$ cat src/rtl/serclk_pkg.sv
// Shared register geometry for the serial clock generator.
// Assumes a 16-bit control register; the field positions are the ones software decodes.
package serclk_pkg;
    localparam int REG_W      = 16;
    localparam int DIV_W      = 8;
    localparam int EN_BIT     = 0;
    localparam int STABLE_BIT = 1;
    localparam int DIV_LSB    = 8;
    localparam int SETTLE_N   = 2;
endpackage

$ cat src/rtl/serclk_regs.sv
// Control register: holds the enable bit and the raw divider field.
// Flags a write that changes the divider and presents the effective divider (0 becomes 1).
// Assumes a single-cycle write strobe; the readback is combinational.
module serclk_regs
    import serclk_pkg::*;
#(
    parameter int RW = REG_W,
    parameter int DW = DIV_W
) (
    input  logic          clk,
    input  logic          rst_n,
    input  logic          wr_en,
    input  logic [RW-1:0] wr_data,
    input  logic          stable,
    output logic [RW-1:0] rd_data,
    output logic          en,
    output logic [DW-1:0] div_eff,
    output logic          div_change
);
    logic [DW-1:0] div_q;
    logic [DW-1:0] wr_div;

    assign wr_div = wr_data[DIV_LSB +: DW];

    // Capture the enable bit and the divider on a write.
    always_ff @(posedge clk) begin
        if (!rst_n) begin
            en    <= 1'b0;
            div_q <= DW'(1);
        end else if (wr_en) begin
            en    <= wr_data[EN_BIT];
            div_q <= wr_div;
        end
    end

    // Raise a pulse when the incoming divider differs from the stored one.
    always_comb div_change = wr_en && (wr_div != div_q);

    // Map a zero divider to one so that the clock never stalls.
    always_comb div_eff = (div_q == '0) ? DW'(1) : div_q;

    // Assemble the readback word.
    always_comb begin
        rd_data                 = '0;
        rd_data[EN_BIT]         = en;
        rd_data[STABLE_BIT]     = stable;
        rd_data[DIV_LSB +: DW]  = div_q;
    end
endmodule

$ cat src/rtl/serclk_phase.sv
// Half-period counter and phase toggle of the serial clock.
// Loads the programmed divider only at a full-period boundary, or freely while disabled.
// Reports each boundary, and whether that boundary switched the rate, as registered pulses.
module serclk_phase
    import serclk_pkg::*;
#(
    parameter int DW = DIV_W
) (
    input  logic          clk,
    input  logic          rst_n,
    input  logic          en,
    input  logic [DW-1:0] div_eff,
    output logic          phase,
    output logic [DW-1:0] act_div,
    output logic          period_done,
    output logic          rate_switched
);
    logic [DW-1:0] cnt;
    logic          half_end;

    // Detect the last base cycle of the current half period.
    always_comb half_end = (cnt == act_div - DW'(1));

    // Advance the counter, toggle the phase, and reload the rate at the period end.
    always_ff @(posedge clk) begin
        if (!rst_n) begin
            cnt           <= '0;
            phase         <= 1'b0;
            act_div       <= DW'(1);
            period_done   <= 1'b0;
            rate_switched <= 1'b0;
        end else if (!en) begin
            cnt           <= '0;
            phase         <= 1'b0;
            act_div       <= div_eff;
            period_done   <= 1'b0;
            rate_switched <= 1'b0;
        end else begin
            period_done   <= 1'b0;
            rate_switched <= 1'b0;
            if (half_end) begin
                cnt   <= '0;
                phase <= ~phase;
                if (phase) begin
                    period_done   <= 1'b1;
                    rate_switched <= (act_div != div_eff);
                    act_div       <= div_eff;
                end
            end else begin
                cnt <= cnt + DW'(1);
            end
        end
    end
endmodule

$ cat src/rtl/serclk_settle.sv
// Counts full periods run at the programmed rate and reports when the clock has settled.
// Restarts on a divider-changing write, while the active and programmed rates differ,
// and at the boundary that switches the rate.
module serclk_settle
    import serclk_pkg::*;
#(
    parameter int DW = DIV_W,
    parameter int N  = SETTLE_N,
    localparam int CW = $clog2(N + 1)
) (
    input  logic          clk,
    input  logic          rst_n,
    input  logic          div_change,
    input  logic [DW-1:0] act_div,
    input  logic [DW-1:0] div_eff,
    input  logic          period_done,
    input  logic          rate_switched,
    output logic          stable
);
    logic [CW-1:0] good_periods;

    // Count the clean periods at the current rate, saturating at N.
    always_ff @(posedge clk) begin
        if (!rst_n) begin
            good_periods <= '0;
        end else if (div_change || (act_div != div_eff) || (period_done && rate_switched)) begin
            good_periods <= '0;
        end else if (period_done && (good_periods != CW'(N))) begin
            good_periods <= good_periods + CW'(1);
        end
    end

    // The rate counts as settled once N clean periods have run.
    always_comb stable = (good_periods == CW'(N));
endmodule

$ cat src/rtl/serclk_gen.sv
// Serial clock generator: divides the base clock by twice the divider, applies polarity,
// strobes a tick at the start of each period, and reports when a new rate has settled.
// Assumes one clock domain and a synchronous active-low reset.
module serclk_gen
    import serclk_pkg::*;
#(
    parameter int RW = REG_W,
    parameter int DW = DIV_W,
    parameter int N  = SETTLE_N
) (
    input  logic          clk,
    input  logic          rst_n,
    input  logic          wr_en,
    input  logic [RW-1:0] wr_data,
    output logic [RW-1:0] rd_data,
    input  logic          cpol,
    output logic          sclk,
    output logic          bit_tick
);
    logic          en;
    logic [DW-1:0] div_eff;
    logic          div_change;
    logic          stable;
    logic          phase;
    logic [DW-1:0] act_div;
    logic          period_done;
    logic          rate_switched;

    serclk_regs #(.RW(RW), .DW(DW)) u_regs (
        .clk(clk), .rst_n(rst_n), .wr_en(wr_en), .wr_data(wr_data),
        .stable(stable), .rd_data(rd_data), .en(en),
        .div_eff(div_eff), .div_change(div_change)
    );

    serclk_phase #(.DW(DW)) u_phase (
        .clk(clk), .rst_n(rst_n), .en(en), .div_eff(div_eff),
        .phase(phase), .act_div(act_div),
        .period_done(period_done), .rate_switched(rate_switched)
    );

    serclk_settle #(.DW(DW), .N(N)) u_settle (
        .clk(clk), .rst_n(rst_n), .div_change(div_change),
        .act_div(act_div), .div_eff(div_eff),
        .period_done(period_done), .rate_switched(rate_switched),
        .stable(stable)
    );

    // Apply the polarity to the phase; the tick marks the return to the idle level.
    always_comb begin
        sclk     = phase ^ cpol;
        bit_tick = period_done;
    end
endmodule

$ cat config.mk
export PLATFORM = sky130hd
export DESIGN_NAME = serclk_gen
export DESIGN_NICKNAME = d
export VERILOG_FILES = /design/src/rtl/serclk_pkg.sv /design/src/rtl/serclk_regs.sv /design/src/rtl/serclk_phase.sv /design/src/rtl/serclk_settle.sv /design/src/rtl/serclk_gen.sv
export SDC_FILE = /design/constraint.sdc
export NUM_CORES = 1
export LEC_CHECK = 0
export BUFFER_PORTS_ARGS = -buffer_cell sky130_fd_sc_hd__buf_2
export CORE_ASPECT_RATIO = 1.4
export CORE_MARGIN = 10
export CORE_UTILIZATION = 40
export CTS_CLUSTER_DIAMETER = 30
export CTS_CLUSTER_SIZE = 8
export DETAILED_ROUTE_END_ITERATION = 6
export PLACE_DENSITY = 0.61
export SLEW_MARGIN = 20
export SYNTH_ARGS = -nofsm -noshare
export SYNTH_HDL_FRONTEND = slang
export SYNTH_SLANG_ARGS = --single-unit
$ cat constraint.sdc
create_clock -name clk -period 5.1 [get_ports clk]
set_input_delay 0.765 -clock clk [delete_from_list [all_inputs] [get_ports clk]]
set_output_delay 0.765 -clock clk [all_outputs]
set_load 0.01 [all_outputs]
==> results.txt, run 1 <==
- Synth Area per Inst: 8.799 um^2
- Setup violations remaining at the end of the flow were counted as 0.
- The repair_antennas step left the layout with diodes totalling 0.
- GR Util All Layers: 12.00%
* Synthesized-area fraction occupied by and/or/nand/nor cells: 20.83%
- Area of the die: 0.007919 mm^2
* Worst hold margin: 0.5106 ns
- The count of buffers added on input and output ports is 24.
- For this design, the slowest cell found on the critical path is a211oi_2.
* Met2 wire len: 2.266 mm
- Buffers inserted during clock tree synthesis total 5.
* Final cycle utilization of the critical path: 55.34%
- Cells fill 45.21% of the core in the end.
- Dividing the detail-routed via count by the number of cells gives 5.491.
- Count of TritonRoute iterations in the first routing pass: 4
- Setup repair after global routing missed its margin: no
- Sequential Area: 600.6 um^2
- Flip-flop cell with the highest count after synthesis: dfxtp_1
- The library cell used most frequently in the layout, excluding fill and tap cells, is dfxtp_1.
- At the end of routability-driven placement, the weighted congestion stood at 0.7254.
- Final hold violation count: 0
- Detail Route Antenna Nets: 0
- Compared with the post-synthesis result, the final layout area differs by 9.259%.
* Global-route wire length before repair: 7.921 mm
- Max-Slew Margin vs Limit: 51.03%
- For this configuration, the core starts out at a cell density of 41.38%.
* Multi-input gate area: 0.001147 mm^2
- Number of warning messages in the yosys log: 0
- On the final layout, the worst clock skew is 0.004946 ns.
- The cell count after synthesis came out at 215.
- Summing the areas of all compound-gate instances in the mapped netlist gives 15.74% of the synthesized area.
* Setup crit start kind: register
* Clk buf depth: 2
- Maximum fanout along the worst path: 11
- Number of antenna violations at the first check in global routing: 0
- In this run the static leakage power is 0.7638 nW.
* Metal1 wirelength: 1.948 mm
* Seq cells post-synth: 30
* Outcome: finished clean
- Total negative setup slack: 0 ns
- The synthesized netlist devotes 1.984% of its cell area to adder and majority cells.
- Including well taps, the total number of placed cells is 283.
* Sequential-to-total area share from yosys stat: 31.75%
- Shortest clock period the worst path allows after layout: 2.822 ns
- The final layout contains routed wiring with a total length of 4.456 mm.
- Path class of the lowest-slack min-delay path: reg2reg
* Detailed-routed wire length on met3: 166 um
- Leaving out fill and tap cells, the most frequent cells in the layout are dfxtp_1 (30), buf_2 (24), xnor2_1 (23).
* Dominant combinational cell family by area after synthesis: simple AND/OR/NAND/NOR gates
* Worst Setup Path Type: reg2reg
- Max VDD drop: 165.7 uV
* PostCTS Resize Cnt: 0
* Aggregate global routing overflow: 0
- Timing-limited maximum frequency: 0.3543 GHz
- Crit end category: register
- Buffer type at the clock tree root: clkbuf_8
- Core outline area: 0.004572 mm^2
- Of the total synthesized cell area, the portion taken by XOR and XNOR cells is 15.28%.
- Yosys mapped a number of flops with a built-in enable equal to 0.
- Max-cap violations in this run came to 0.
* Power density over the cells: 269.9 mW/mm^2
* Data required, critical path: 5.31 ns
* Via count of the first global-routing pass: 1754
- Post-CTS setup buffer count: 0
* Highest metal layer used by the detailed router: met4
* Delay of the slowest critical-path stage: 0.63 ns
- Pins Over Slew Limit: 0
- Transition time of the tightest slew-check pin: 0.7332 ns
- The H-tree was split into 2 levels.
* Final net count: 251
* Series of cell instances along the critical path: or4_4, or3_1, a211oi_2, o211a_1, mux2i_1
- The later pin in the worst-skew pair is clocked with a latency of 0.29 ns.
* Number of standard cells in the layout, taps in and fillers out: 291
- The number of hold buffers added after CTS was 0.
- For this run, asynchronously set or reset flops after synthesis account for 0%.
- Entering global routing, the biggest net connects 22 pins.
* Post-detail-place hpwl: 3.273 mm
* CTS tree: done
* Number of fillers in the final layout: 497
- During I/O placement, the number of pins put on the boundary was 38.
- Clock tree synthesis found a total of 30 sinks.
- Count of standard-cell rows: 29
- Width of the chip: 78.12 um
- In this run, distinct cell masters in the synthesized netlist total 41.
* Worst path arrival time: 3.03 ns
* Routed len/inst: 15.31 um
- Fraction of synthesized area in multiplexers: 5.291%
- The synthesized netlist occupies a cell area of 0.001892 mm^2.
- The routed layout has 1598 vias.
- DRC: 0
- Fraction of final layout cells sized beyond drive strength 1: 19.65%
- Clock transition time at the flip-flop clock pins of the worst setup and hold paths: 0.07 ns
- In this run the vertical extent of the chip is 101.4 um.
- First DRT Iteration DRCs: 95
synthesized netlist by cell type (2+ instances only):
master      n  area share [%]
nand2_1    10             2.0
dfxtp_1    30              32
o2111a_1    2             1.2
a21oi_1     3            0.79
nand3_1    15             4.0
nor3_1      3            0.79
xnor2_1    23              11
nor2_1     22             4.4
buf_4      10             4.0
buf_6       3             1.8
ha_1        3             2.0
inv_1       4            0.79
clkbuf_1   10             2.0
a211o_1     2            0.93
and3_1      2            0.66
nor3_2      7             3.7
o2111ai_1   8             3.7
mux2i_1    10             5.3
nand4_1     5             1.7
o221ai_1    7             3.2
a31oi_1     3            0.99
nor4_1      3            0.99
a211oi_1    2            0.79
o21ai_0     2            0.53
xor2_1     10             4.6
state kept, by name (all words and copies together), names as in the netlist:
signal                 cells
u_phase.rate_switched      1
u_phase.phase              1
u_regs.en                  1
u_regs.div_q               8
u_phase.act_div            8
u_phase.cnt                8
u_settle.good_periods      2
u_phase.period_done        1
final timing paths:
check                                                            from                               endpoint  slack, ns  cells past startpoint
worst min register to register  u_settle.good_periods[1]$_SDFFE_PP0P_  u_settle.good_periods[1]$_SDFFE_PP0P_       0.51                      2
worst max-delay path                  u_phase.act_div[1]$_SDFFE_PN0P_             u_phase.phase$_SDFFE_PN0P_       2.28                      5
worst min-delay path            u_settle.good_periods[1]$_SDFFE_PP0P_  u_settle.good_periods[1]$_SDFFE_PP0P_       0.51                      2
worst max register to register        u_phase.act_div[1]$_SDFFE_PN0P_             u_phase.phase$_SDFFE_PN0P_       2.28                      5
layout make-up:
type | count | area share (%)
tap | 62 | 3.753
timing repair buffer | 25 | 6.174
multi-input combinational | 161 | 55.51
sequential | 30 | 29.06
inverter | 5 | 0.9080
clock inverter | 2 | 0.6053
clock buffer | 6 | 3.995
metrics by stage:
| step | instance area (um^2) | total power (W) | setup WS (ns) |
|---|---|---|---|
| 2_1_floorplan | 1911 | 0.0003405 | 2.825 |
| 3_3_place_gp | 1966 | 0.0003588 | 2.306 |
| 3_5_place_dp | 1966 | 0.0003596 | 2.318 |
| 4_1_cts | 2061 | 0.0005643 | 2.289 |
| 5_1_grt | 2067 | 0.0005865 | 2.134 |
| 6_report | 2067 | 0.0005579 | 2.278 |
worst max-delay path, delay by kind of cell (launching register included):
kind	cells	cell delay, ns
simple gates	2	0.94
compound gates	2	1.20
flops	1	0.38
mux	1	0.23
logic make-up after synthesis:
| family | count (synthesis) |
|---|---|
| AOI/OAI and AO/OA | 36 |
| buffers and inverters | 29 |
| and+or+nand+nor | 73 |
| DFF | 30 |
| other | 1 |
| adders and majority gates | 3 |
| xor gates and xnor gates | 33 |
| muxes | 10 |
report_power, final:
part | switching [W] | leakage (nW) | internal (W) | total [W]
Combinational | 0.0000584 | 0.472 | 0.0000380 | 0.0000964
Sequential | 0.0000170 | 0.244 | 0.000242 | 0.000259
Clock | 0.0000941 | 0.0472 | 0.000108 | 0.000202
per-layer routing:
metal | vias up | track usage [%]
met5 | - | 0
met3 | 8 | 3.103
met1 | 766 | 12.85
li1 | 792 | -
met2 | 32 | 21.89
met4 | 0 | 4.703
(Power assumes the default switching activity.)
==> run 2, diff against run 1 <==
- clock period: 5.1 -> 2.9 ns (I/O delays scaled with it)
==> run 2 against run 1 <==
Net effect:
- sequential power up 75%
- register-to-register slack lost 1.9 ns
- final area grew 0.61%
- largest cell class unchanged
- critical endpoint unchanged
- hold slack worse by 0.12 ns
- sequential share of layout area down 0.17 points
- non-clock buffer count grew 3
- global-route usage shrank 0.43 points
- highest routed layer unchanged
- clock power rose by 73%
==> results.txt, run 2 (synthesized netlist as in run 1, its figures left out) <==
- The largest voltage drop on the vdd net came to 220.2 uV (+33%).
- Leading cell type in the layout, fill and taps excluded: dfxtp_1
* Timing-limited maximum frequency: 0.3949 GHz (+11%)
- The placed instance area came to 0.001988 mm^2 (+1.1%).
- The row count came to 29 (unchanged).
- The setup TNS after final layout was 0 ns (unchanged).
- The clock slew seen by the registers of the worst setup and hold paths came to 0.06 ns (about the same).
- The total leakage power is 0.7782 nW (+1.9%).
* Aggregate global routing overflow: 0 (unchanged)
- The arrival time at the worst endpoint was 2.74 ns (-0.29 ns).
- The number of hold-repair buffers added at the cts stage is 0 (unchanged).
- PostCTS Resize Cnt: 0 (unchanged)
- Final count of negative-setup-slack endpoints: 0 (unchanged)
* Maximum number of pins on one net before global-route repair: 21 (-4.5%)
- The worst-case hold slack was 0.3923 ns (-0.1183 ns).
- The final-report hold violation count came to 0 (unchanged).
- The number of antenna violations at the first check in global routing came to 0 (unchanged).
- The area growth from synthesis to layout is 9.920%.
* CTS buffer count: 5 (unchanged)
* Vertical extent of the die: 101.4 um (unchanged)
* Core outline area: 0.004572 mm^2 (unchanged)
* Post-detail-place hpwl: 3.276 mm (about the same)
- The final design area excluding fillers is 0.002079 mm^2 (+0.61%).
- The flow ran to the end, and the final reports show no timing, DRC or antenna violations.
* Crit end category: register
* First DRT Iteration DRCs: 71 (-25%)
- The clock network latency to the later pin of the worst-skew pair came to 0.28 ns (about the same).
- Detailed Route WL: 4.416 mm (-0.90%)
- DRC: 0 (unchanged)
- Total of buffers placed on input and output ports: 24 (unchanged)
- The post-CTS setup repair buffer count is 0 (unchanged).
* Number of maximum-capacitance constraint violations: 0 (unchanged)
- Initial cell density of the core: 41.38% (unchanged)
- Setup clock skew after layout: 0.004160 ns (-0.0007866 ns)
- Global placer's final weighted congestion: 0.7482 (+3.1%)
* Overall power of the completed layout: 0.0009790 W (+75%)
- Pins Over Slew Limit: 0 (unchanged)
* Shortest clock period the worst path allows after layout: 2.533 ns (-0.2898 ns)
* Number of H-tree levels: 2 (unchanged)
- Width of the chip: 78.12 um (unchanged)
- Vias: 1586 (-0.75%)
* Path class of the lowest-slack min-delay path: in2reg
- The critical path in this run is classified as reg2reg.
- Data required, critical path: 3.11 ns (-2.20 ns)
* Commonest cells after routing, fill and taps aside: dfxtp_1 (30), buf_2 (24), xnor2_1 (23)
* Count of TritonRoute iterations in the first routing pass: 4 (unchanged)
- Final cycle utilization of the critical path: 87.33% (+32 points)
- CTS tree: done
- Setup repair after global routing left no endpoint under its margin.
* Detail Route Antenna Nets: 0 (unchanged)
- The via count of the first global-routing pass was 1595 (-9.1%).
- The wire length of the first global-routing pass is 7.700 mm (-2.8%).
- The area of the die is 0.007919 mm^2 (unchanged).
- Largest registers: u_phase.act_div (8), u_phase.cnt (8), u_regs.div_q (8)
* Power density over the cells: 470.8 mW/mm^2 (+74%)
- The count of nets after finishing was 254 (+1.2%).
- The highest net fanout along the worst path was 11 (unchanged).
- The global-route total usage across every layer came to 11.57% (-0.43 points).
- Clock tree synthesis selected as its root buffer the cell clkbuf_8.
- CTS Sinks: 30 (unchanged)
* Setup crit start kind: register
* Routed len/inst: 15.02 um (-1.9%)
* Post-detailed-route via-to-cell ratio: 5.395 (-1.8%)
- Antenna diode count: 0 (unchanged)
* Fraction of final layout cells sized beyond drive strength 1: 19.83% (+0.18 points)
- The total I/O pin count is 38 (unchanged).
- Clk buf depth: 2 (unchanged)
## run 2: changes by cell type in the layout (fill, tap and decap cells not counted), sizes merged
cell	before	now
clkinvlp	1	0
clkbuf	6	7
buf	25	28
## run 2: final cells by class
cell class / instances / area [um^2]
tap: 62 / 77.57
inverter: 5 / 18.77
clock buffer: 7 / 86.33
timing repair buffer: 28 / 150.1
clock inverter: 1 / 5.005
multi-input combinational: 161 / 1141
sequential: 30 / 600.6
fill: 485 / 2492
## run 2: routing by layer
layer  up-vias  share of wire (%)  wire [um]  global-route usage [%]
met5         -                  0          0                       0
met4         0                1.2         53                   3.596
met3         4                4.4        196                   3.635
met2        32                 51       2240                   19.29
met1       755                 44       1926                   13.82
li1        795                  -          -                       -
## run 2: final timing paths
| path | start | end | slack, ns | cells past startpoint |
|---|---|---|---|---|
| worst max register to register | u_phase.act_div[0]$_SDFFE_PN1P_ | u_phase.phase$_SDFFE_PN0P_ | 0.37 | 8 |
| worst min-delay path | wr_data[0] | u_regs.en$_SDFFE_PN0P_ | 0.39 | 3 |
| worst min register to register | u_regs.en$_SDFFE_PN0P_ | u_regs.en$_SDFFE_PN0P_ | 0.50 | 2 |
| worst max-delay path | u_phase.act_div[0]$_SDFFE_PN1P_ | u_phase.phase$_SDFFE_PN0P_ | 0.37 | 8 |
## run 2: where the power goes
part | internal [W] | leakage (nW) | switching [W]
sequential | 0.000426 | 0.244 | 0.0000260
clock | 0.000191 | 0.0482 | 0.000158
combinational | 0.0000710 | 0.486 | 0.000107
## run 2: stage by stage
stage	cells	util, %	setup WS, ns
after floorplan	220	-	0.6247
after global placement	286	43.49	0.4126
after detailed placement	286	43.49	0.3711
after CTS	294	45.48	0.3605
final	294	45.48	0.3675
after global routing	294	45.48	0.1945
## run 2: critical path: stages, from the launching register on
cell	delay, ns
dfxtp_1	0.40
inv_1	0.12
ha_1	0.29
xnor2_1	0.15
a211o_1	0.29
nor4b_1	0.26
buf_4	0.24
o211a_1	0.46
mux2i_1	0.24
==> run 3, diff against run 2 <==
- CORE_MARGIN: 10 -> 4
==> run 3 against run 2 <==
Net effect:
- sequential share of layout area down 0.16 points
- non-clock buffer count up 1
- sequential cell count unchanged
- final area up 0.54%
- count of clock-buffer cells in the layout down 1
- largest power group unchanged
- highest routed layer unchanged
==> results.txt, run 3 (synthesized netlist as in run 1, its figures left out) <==
- The flow ran to the end, and the final reports show no timing, DRC or antenna violations.
- The flip-flop and latch area is 600.6 um^2 (unchanged).
- DRC: 0 (unchanged)
- The worst setup path is captured at a register.
* Post-CTS setup buffer count: 0 (unchanged)
- Worst Setup Path Type: reg2reg
* Reported leakage power: 0.7816 nW (+0.43%)
* Number of standard cells in the layout, taps in and fillers out: 295 (+0.34%)
- Clk buf depth: 2 (unchanged)
* Post-detail-place hpwl: 3.105 mm (-5.2%)
* CTS buffer count: 5 (unchanged)
- The count of filler cells inserted in the layout was 477 (-1.6%).
- The final-report setup violation count was 0 (unchanged).
- The count of H-tree levels built during CTS was 2 (unchanged).
* Max VDD drop: 347.8 uV (+58%)
- The total number of vias is 1631 (+2.8%).
- Shortest clock period the worst path allows after layout: 2.469 ns (-0.06376 ns)
- CTS tree: done
- The highest net fanout along the worst path was 11 (unchanged).
* Post-detailed-route via-to-cell ratio: 5.529 (+2.5%)
* Worst path arrival time: 2.68 ns (-0.06 ns)
- Clock latency of the later-clocked register in the worst-skew pair: 0.28 ns (about the same)
- The core utilization of the finished layout is 45.73% (+0.25 points).
- The worst-case hold slack was 0.3990 ns (+0.006761 ns).
* Pins Over Slew Limit: 0 (unchanged)
- The ratio of cells with drive above 1 in the final layout is 20.60% (+0.77 points).
* Global placer's final weighted congestion: 0.7469 (-0.17%)
* Routed len/inst: 14.44 um (-3.9%)
- Setup clock skew after layout: 0.006437 ns (+0.002278 ns)
- I/O pin total: 38 (unchanged)
- The remaining antenna violation count is 0 (unchanged).
- Final hold violation count: 0 (unchanged)
- Count of TritonRoute iterations in the first routing pass: 4 (unchanged)
- Data required, critical path: 3.12 ns (about the same)
- The final worst-path setup slack was 0.4313 ns (+0.06376 ns).
* Timing-limited maximum frequency: 0.4051 GHz (+2.6%)
- The pre-CTS setup slack came to 0.4311 ns (+0.05998 ns).
- Initial cell density of the core: 41.38% (unchanged)
- The multi-input combinational cell area was 0.001141 mm^2 (unchanged).
* Max-Slew Margin vs Limit: 60.34%
- Setup repair after global routing left no endpoint under its margin.
* Clock transition time at the flip-flop clock pins of the worst setup and hold paths: 0.07 ns (about the same)
- The row count was 29 (unchanged).
* Area of the die: 0.005909 mm^2 (-25%)
- The worst setup path is launched from a register.
- The wire length reported by the detailed router is 4.259 mm (-3.6%).
* Number of maximum-capacitance constraint violations: 0 (unchanged)
- Vertical extent of the die: 89.37 um (-12%)
- The library cell used most frequently in the layout, excluding fill and tap cells, is dfxtp_1.
- The largest registers in the layout are u_phase.act_div (8), u_phase.cnt (8), u_regs.div_q (8).
- The leftover overflow at the end of global routing is 0 (unchanged).
* Power density over the cells: 472.0 mW/mm^2 (+0.27%)
- Buffer type at the clock tree root: clkbuf_8
- The reg-to-reg setup timing slack is 0.43 ns (+0.06 ns).
- The tightest min-delay check is of the in2reg type.
- The post-route clock period utilization was 85.13% (-2.2 points).
* Hold buffer count at CTS: 0 (unchanged)
- Via count of the first global-routing pass: 1556 (-2.4%)
- The global-route total usage across every layer is 15.83% (+4.3 points).
- PostCTS Resize Cnt: 0 (unchanged)
- Core outline area: 0.004572 mm^2 (unchanged)
- Cell count after placement: 287 (+0.35%)
- The total of buffers placed on input and output ports came to 24 (unchanged).
- Number of antenna violations at the first check in global routing: 0 (unchanged)
- The maximum number of pins on one net before global-route repair was 21 (unchanged).
- The width of the die was 66.12 um (-15%).
* Global-route wire length before repair: 7.327 mm (-4.8%)
- CTS Sinks: 30 (unchanged)
* Transition time of the tightest slew-check pin: 0.5921 ns
- The top cell types in the final layout, fill and taps aside, are dfxtp_1 (30), buf_2 (24), xnor2_1 (23).
- The setup TNS after final layout came to 0 ns (unchanged).
- Compared with the post-synthesis result, the final layout area differs by 10.52%.
- The number of diodes added for antenna fixing was 0 (unchanged).
- Final net count: 255 (+0.39%)
* First DRT Iteration DRCs: 68 (-4.2%)
[run 3: final cells by class]
class,instances,area share (%)
sequential,30,28.73
inverter,5,0.8977
multi-input combinational,161,54.58
tap,62,3.710
clock inverter,2,0.5984
clock buffer,6,3.950
timing repair buffer,29,7.540
[run 3: power by group]
part	switching [W]	leakage [nW]	internal, W
clock	0.000163	0.0472	0.000190
combinational	0.000109	0.490	0.0000727
sequential	0.0000260	0.244	0.000426
[run 3: path summary, 6_finish.rpt]
kind / startpoint / to / cells past startpoint
setup / recovery: u_phase.act_div[0]$_SDFFE_PN1P_ / u_phase.phase$_SDFFE_PN0P_ / 8
hold / removal: wr_data[0] / u_regs.en$_SDFFE_PN0P_ / 3
setup reg to reg: u_phase.act_div[0]$_SDFFE_PN1P_ / u_phase.phase$_SDFFE_PN0P_ / 8
hold reg to reg: u_settle.good_periods[1]$_SDFFE_PP0P_ / u_settle.good_periods[1]$_SDFFE_PP0P_ / 2
[run 3: stage by stage]
step | total power, W | cell area (um^2)
floorplan | 0.0005989 | 1911
global placement | 0.0006407 | 1996
detailed placement | 0.0006414 | 1996
CTS | 0.0009991 | 2091
global route | 0.001037 | 2091
finish | 0.0009869 | 2091
[run 3: critical path, stage by stage (launching register included)]
cell and delay [ns]:
dfxtp_1 0.39, inv_1 0.11, ha_1 0.29, xnor2_1 0.15, a211o_1 0.30, nor4b_1 0.24
buf_4 0.23, o211a_1 0.47, mux2i_1 0.22
[run 3: routing by layer]
| metal | up-vias | GRT usage [%] | wire length, um |
|---|---|---|---|
| met5 | - | 0 | 0 |
| met4 | 0 | 4.806 | 50 |
| met3 | 6 | 3.396 | 215 |
| met2 | 52 | 28.09 | 2167 |
| met1 | 772 | 18.93 | 1826 |
| li1 | 801 | - | - |
